`src/rtl/pow2_pwm_pkg.sv`:
```
package pow2_pwm_pkg;

   typedef enum logic [1:0] {
      SRC_DIV1  = 2'b00,
      SRC_DIV4  = 2'b01,
      SRC_DIV16 = 2'b10,
      SRC_EXT   = 2'b11
   } src_e;

   typedef enum logic [1:0] {
      PER_HOLD  = 2'b00,
      PER_SHORT = 2'b01,
      PER_MID   = 2'b10,
      PER_FULL  = 2'b11
   } per_e;

endpackage

```
`src/rtl/pwm_tick_sel.sv`:
```
module pwm_tick_sel
   import pow2_pwm_pkg::*;
#(
   parameter int SYNC_STAGES = 2
) (
   input  logic       clk,
   input  logic       rst_n,
   input  logic       tick_div1,
   input  logic       tick_div4,
   input  logic       tick_div16,
   input  logic       ext_in,
   input  logic [1:0] src_sel,
   output logic       tick
);

   localparam int TOP = SYNC_STAGES - 1;

   logic [TOP:0] sync_q;
   logic         last_q;
   logic         ext_edge;
   src_e         sel;

   // synchroniser chain, one register per stage
   for (genvar i = 0; i < SYNC_STAGES; i++) begin : g_sync
      if (i == 0) begin : g_first
         always_ff @(posedge clk or negedge rst_n) begin
            if (!rst_n) sync_q[i] <= 1'b0;
            else        sync_q[i] <= ext_in;
         end
      end else begin : g_rest
         always_ff @(posedge clk or negedge rst_n) begin
            if (!rst_n) sync_q[i] <= 1'b0;
            else        sync_q[i] <= sync_q[i-1];
         end
      end
   end

   always_ff @(posedge clk or negedge rst_n) begin
      if (!rst_n) last_q <= 1'b0;
      else        last_q <= sync_q[TOP];
   end

   assign ext_edge = sync_q[TOP] & ~last_q;
   assign sel      = src_e'(src_sel);

   always_comb begin
      unique case (sel)
         SRC_DIV1:  tick = tick_div1;
         SRC_DIV4:  tick = tick_div4;
         SRC_DIV16: tick = tick_div16;
         SRC_EXT:   tick = ext_edge;
      endcase
   end

endmodule

```
`src/rtl/pwm_counter.sv`:
```
module pwm_counter
   import pow2_pwm_pkg::*;
#(
   parameter int CNT_W = 8
) (
   input  logic             clk,
   input  logic             rst_n,
   input  logic             tick,
   input  logic             run,
   input  logic [1:0]       period_sel,
   input  logic [CNT_W-1:0] cmp_val,
   output logic             wrap_evt,
   output logic             match_evt
);

   localparam logic [CNT_W-1:0] ONE = CNT_W'(1);

   logic [CNT_W-1:0] cnt_q;
   logic [CNT_W-1:0] cnt_nxt;
   logic [CNT_W-1:0] last_val;
   logic             adv;
   logic             at_end;

   // highest counter value of the selected period: 2^(CNT_W-3+code) - 1
   function automatic logic [CNT_W-1:0] period_last(input logic [1:0] code);
      logic [CNT_W:0] pow;
      for (int k = 0; k <= CNT_W; k++)
         pow[k] = (k == CNT_W - 3 + int'(code));
      return pow[CNT_W-1:0] - ONE;
   endfunction

   always_comb begin
      last_val  = period_last(period_sel);
      adv       = run && (per_e'(period_sel) != PER_HOLD) && tick;
      at_end    = (cnt_q >= last_val);
      cnt_nxt   = cnt_q + ONE;
      wrap_evt  = adv && at_end;
      match_evt = adv && !at_end && (cnt_nxt == cmp_val);
   end

   always_ff @(posedge clk or negedge rst_n) begin
      if (!rst_n)        cnt_q <= '0;
      else if (!run)     cnt_q <= '0;
      else if (wrap_evt) cnt_q <= '0;
      else if (adv)      cnt_q <= cnt_nxt;
   end

endmodule

```
`src/rtl/pwm_cmp_reg.sv`:
```
module pwm_cmp_reg #(
   parameter int CNT_W = 8
) (
   input  logic             clk,
   input  logic             rst_n,
   input  logic             wr,
   input  logic [CNT_W-1:0] wdata,
   input  logic             buf_en,
   input  logic             reload,
   output logic [CNT_W-1:0] cmp_val
);

   logic [CNT_W-1:0] shadow_q;
   logic [CNT_W-1:0] active_q;

   always_ff @(posedge clk or negedge rst_n) begin
      if (!rst_n)  shadow_q <= '0;
      else if (wr) shadow_q <= wdata;
   end

   // a wrap copies the shadow as it stood before any write on that edge
   always_ff @(posedge clk or negedge rst_n) begin
      if (!rst_n)                active_q <= '0;
      else if (wr && !buf_en)    active_q <= wdata;
      else if (reload && buf_en) active_q <= shadow_q;
   end

   assign cmp_val = active_q;

endmodule

```
`src/rtl/pwm_flop.sv`:
```
module pwm_flop (
   input  logic clk,
   input  logic rst_n,
   input  logic toggle,
   input  logic inv_en,
   input  logic sw_wr,
   input  logic sw_data,
   output logic q
);

   always_ff @(posedge clk or negedge rst_n) begin
      if (!rst_n)                q <= 1'b0;
      else if (sw_wr)            q <= sw_data;
      else if (toggle && inv_en) q <= ~q;
   end

endmodule

```
`src/rtl/pow2_pwm.sv`:
```
module pow2_pwm #(
   parameter int CNT_W       = 8,
   parameter int SYNC_STAGES = 2
) (
   input  logic             clk,
   input  logic             rst_n,
   input  logic             tick_div1,
   input  logic             tick_div4,
   input  logic             tick_div16,
   input  logic             ext_cnt_in,
   input  logic [1:0]       src_sel,
   input  logic             run,
   input  logic [1:0]       period_sel,
   input  logic             cmp_wr,
   input  logic [CNT_W-1:0] cmp_wdata,
   input  logic             buf_en,
   input  logic             ff_wr,
   input  logic             ff_wdata,
   input  logic             ff_inv_en,
   output logic             pwm_out,
   output logic             period_irq
);

   initial begin : g_param_check
      if (CNT_W < 3)
         $fatal(1, "pow2_pwm: CNT_W must be at least 3");
      if (SYNC_STAGES < 2)
         $fatal(1, "pow2_pwm: SYNC_STAGES must be at least 2");
   end

   logic             tick;
   logic             wrap_evt;
   logic             match_evt;
   logic [CNT_W-1:0] cmp_val;
   logic             irq_q;

   pwm_tick_sel #(.SYNC_STAGES(SYNC_STAGES)) u_tick (
      .clk        (clk),
      .rst_n      (rst_n),
      .tick_div1  (tick_div1),
      .tick_div4  (tick_div4),
      .tick_div16 (tick_div16),
      .ext_in     (ext_cnt_in),
      .src_sel    (src_sel),
      .tick       (tick)
   );

   pwm_counter #(.CNT_W(CNT_W)) u_cnt (
      .clk        (clk),
      .rst_n      (rst_n),
      .tick       (tick),
      .run        (run),
      .period_sel (period_sel),
      .cmp_val    (cmp_val),
      .wrap_evt   (wrap_evt),
      .match_evt  (match_evt)
   );

   pwm_cmp_reg #(.CNT_W(CNT_W)) u_cmp (
      .clk     (clk),
      .rst_n   (rst_n),
      .wr      (cmp_wr),
      .wdata   (cmp_wdata),
      .buf_en  (buf_en),
      .reload  (wrap_evt),
      .cmp_val (cmp_val)
   );

   pwm_flop u_ff (
      .clk     (clk),
      .rst_n   (rst_n),
      .toggle  (wrap_evt | match_evt),
      .inv_en  (ff_inv_en),
      .sw_wr   (ff_wr),
      .sw_data (ff_wdata),
      .q       (pwm_out)
   );

   always_ff @(posedge clk or negedge rst_n) begin
      if (!rst_n) irq_q <= 1'b0;
      else        irq_q <= wrap_evt;
   end

   assign period_irq = irq_q;

endmodule

```
`config.mk`:
```
export PLATFORM = sky130hd
export DESIGN_NAME = pow2_pwm
export DESIGN_NICKNAME = d
export VERILOG_FILES = /design/src/rtl/pow2_pwm_pkg.sv /design/src/rtl/pwm_tick_sel.sv /design/src/rtl/pwm_counter.sv /design/src/rtl/pwm_cmp_reg.sv /design/src/rtl/pwm_flop.sv /design/src/rtl/pow2_pwm.sv
export SDC_FILE = /design/constraint.sdc
export NUM_CORES = 1
export LEC_CHECK = 0
export ABC_AREA = 1
export CAP_MARGIN = 20
export CORE_ASPECT_RATIO = 2
export CORE_MARGIN = 8
export CORE_UTILIZATION = 45
export DETAILED_ROUTE_END_ITERATION = 10
export GPL_ROUTABILITY_DRIVEN = 0
export HOLD_SLACK_MARGIN = 0.12
export PLACE_DENSITY = 0.79
export REMOVE_ABC_BUFFERS = 1
export SETUP_SLACK_MARGIN = 0.3
export SYNTH_ARGS = -nofsm -noshare
export SYNTH_HDL_FRONTEND = slang
export SYNTH_HIERARCHICAL = 1
export SYNTH_SLANG_ARGS = --single-unit
```
`constraint.sdc`:
```
create_clock -name clk -period 1.8 [get_ports clk]
set_input_delay 0.36 -clock clk [delete_from_list [all_inputs] [get_ports clk]]
set_output_delay 0.36 -clock clk [all_outputs]
set_load 0.02 [all_outputs]
```
==> results.yml <==
outcome:
  outcome: "finished clean"
clock_tree:
  clock_latency_ns: 0.28
  cts_max_level: 2
  cts.sinks: 29
  cts-buffers-inserted: 5
  cts.clk_slew.worst_paths_ns: 0.06
  clk_path_buf_depth: 2
  root_buffer: "clkbuf_8"
  tritoncts: "done"
pwr:
  cellPowerDensity_nw_per_um2: 662.6
  sequentialPowerShare: 0.447
  max-vdd-ir-drop_v: 0.0006519
  switching_power_mw: 0.4613
  power.internal_mw: 1.193
  p_sw_frac: 0.2788
  pwr-share-clk: 0.355
  p_leak_nw: 1.270
  comb_power_share: 0.198
floorplan:
  die_x_um: 60.68
  row_count: 32
  die_h_um: 105.4
  initial_utilization: 0.4674
  core_region_area_um2: 3844
  ios: 26
  dieArea_um2: 6393
place:
  place_ws_ns: -0.5652
  portBuffers: 25
  hpwlAfterDp_um: 3329
cells_and_area:
  n_antenna_cell: 0
  n_fill_cell: 349
  drive_above_1_share: 0.2484
  postLayoutCoreUtil: 0.6497
  final_nets: 334
  area_growth_pct: 39.00
flow_run:
  cap_viol_max_count: 0
synth:
  syn_area_um2: 1797
  synth_flop_cell: "dfrtp_1"
  synth-seq-cells: 29
  ys_seq_area_frac: 0.4039
  async_reset_ff_frac: 1.000
  synth_area_per_cell_um2: 6.964
  synthCells: 258
  ys_warn_count: 6
  yosys.cell_types.count: 22
  synth_edf_count: 0
timing:
  slew_violations: 0
  rsz0062_at_grt: "yes"
  whs_ns: 0.3507
  finalCritPeriodShare: 0.9917
  finalWorstSetupSlack_ns: 0.01486
  max_freq_mhz: 560.2
  fin_worst_skew_ns: 0.004836
  finalSetupTns_ns: 0
  fin_crit_ns: 1.785
  finalHoldViolCount: 0
  setup_viol: 0
setup_path:
  critPathBufInv: 2
  slowest_delay_ns: 0.42
  crit_top_cell: "nand2_1"
  critPathRequiredTime_ns: 1.96
  worst_setup_path_end_kind: "flop"
  worstPathArrival_ns: 1.95
  critPathTopFamily: "simple AND/OR/NAND/NOR gates"
  slowest_stage: "dfrtp_1"
  worstPathCellList: "ha_4 -> inv_2 -> nand2_1 -> nand2_1 -> nor2_2 -> nand3_2 -> nor2_4 -> nand3_2 -> nor2_1 -> inv_1 -> nand2_1 -> nand2_1 -> nand3_1 -> nand3_2"
  crit_type: "flop to flop"
  start_kind: "flop"
  worstPathMaxFanout: 3
detailed_routing:
  wl_per_cell_um: 11.99
  dr.first_iter.drc_count: 40
  drc_errors: 0
  drt_wl_total_um: 4281
  postRouteAntennaNets: 0
  via_per_inst: 4.916
  vias: 1755
  drt_pass1_iterations: 4
global_routing:
  grt_pass1_wl_um: 7748
  grtUsageTotal: 0.1561
  overflow: 0
  antenna_found_initial: 0
  grt_max_degree: 30
  grt_pass1_vias: 1912
worst_hold_path:
  hold_class: "flop to flop"
-- synth_stat cells, types with 3 or more instances --
master   count  share of area
dfrtp_1     29           0.40
ha_1         5          0.035
inv_1       47          0.098
inv_2        4         0.0084
nand2_1     88           0.18
nand2_2      3          0.010
nand3_1     33          0.092
nand3_2      3          0.017
nor2_1       9          0.019
nor2_2       3          0.010
nor2_4       3          0.019
o21ai_0     16          0.045
o22ai_1      3          0.010
-- sequential cells by signal, indices dropped and copies added, names as in the netlist --
| name | count |
|---|---|
| u_cmp/cmp_val | 8 |
| u_cmp/shadow_q | 8 |
| period_irq | 1 |
| u_ff/q | 1 |
| u_tick/last_q | 1 |
| u_cnt/cnt_q | 8 |
| u_tick/sync_q | 2 |
-- per-stage QoR --
step           power, mW  cells  cell area [um2]
4_1_cts            1.643    356             2399
2_1_floorplan     0.8958    256             1784
3_3_place_gp       1.023    345             2196
3_5_place_dp       1.035    345             2196
5_1_grt            1.750    357             2497
6_report           1.655    357             2497
-- repair_timing --
item,CTS,global route
hold buffers,0,0
gates resized for setup,35,29
setup endpoints to repair,20,18
buffers inserted,3,1
endpoints found under the hold margin,0,0
pin swaps,16,8
-- layout make-up --
cell class | instances | area [um2] | area share
Multi-Input combinational cell | 176 | 1033 | 0.4138
Timing Repair Buffer | 42 | 371.6 | 0.1488
Inverter | 51 | 201.4 | 0.08066
Sequential cell | 29 | 725.7 | 0.2906
Clock buffer | 7 | 96.34 | 0.03858
Clock inverter | 1 | 5.005 | 0.002004
Tap cell | 51 | 63.81 | 0.02555
-- power groups by stage --
stage	logic, mW	registers [mW]	clock network, mW
2_1_floorplan	0.150	0.746	0
3_3_place_gp	0.276	0.746	0
3_5_place_dp	0.286	0.750	0
4_1_cts	0.301	0.739	0.603
5_1_grt	0.373	0.747	0.630
6_report	0.328	0.740	0.588
-- cells by family after synthesis --
logic type      after synthesis  share of synthesized area
compound gates               21                    0.06059
buf+inv                      53                     0.1135
other cells                   1                   0.002087
flops                        29                     0.4039
fa+ha+maj                     5                    0.03482
simple gates                149                     0.3851
-- worst paths after layout --
kind,slack [ns],end,startpoint,depth (start not counted)
max in group asynchronous,1.07,u_cmp/shadow_q[0],rst_n,2
hold reg to reg,0.35,u_tick/sync_q[1],u_tick/sync_q[0],0
setup reg to reg,0.01,u_ff/q,u_cnt/cnt_q[0],14
min in group asynchronous,0.45,u_cmp/shadow_q[4],rst_n,2
hold / removal,0.35,u_tick/sync_q[1],u_tick/sync_q[0],0
setup / recovery,0.01,u_ff/q,u_cnt/cnt_q[0],14
-- metal layers --
metal  track usage  part of all wire
met2        0.2869              0.57
met3       0.03289             0.025
met1        0.1383              0.36
met4        0.1076             0.051
met5             0                 0
-- cells in the final DEF (no fill, tap or decap), types with 3 or more instances in the layout --
master            n
clkdlybuf4s50_1  17
ha_4              3
o21ai_1           6
inv_1            44
o21ai_0           9
nand3_1          27
dfrtp_1          29
dlygate4sd2_1     6
inv_2             5
nand2_4           5
nand2_1          79
nor2_1            5
nand2_2           9
clkbuf_8          7
nor2_4            6
buf_6             3
buf_4            14
nor2_2            4
nand3_2           9
No activity file was read; power rests on OpenSTA's default activity.
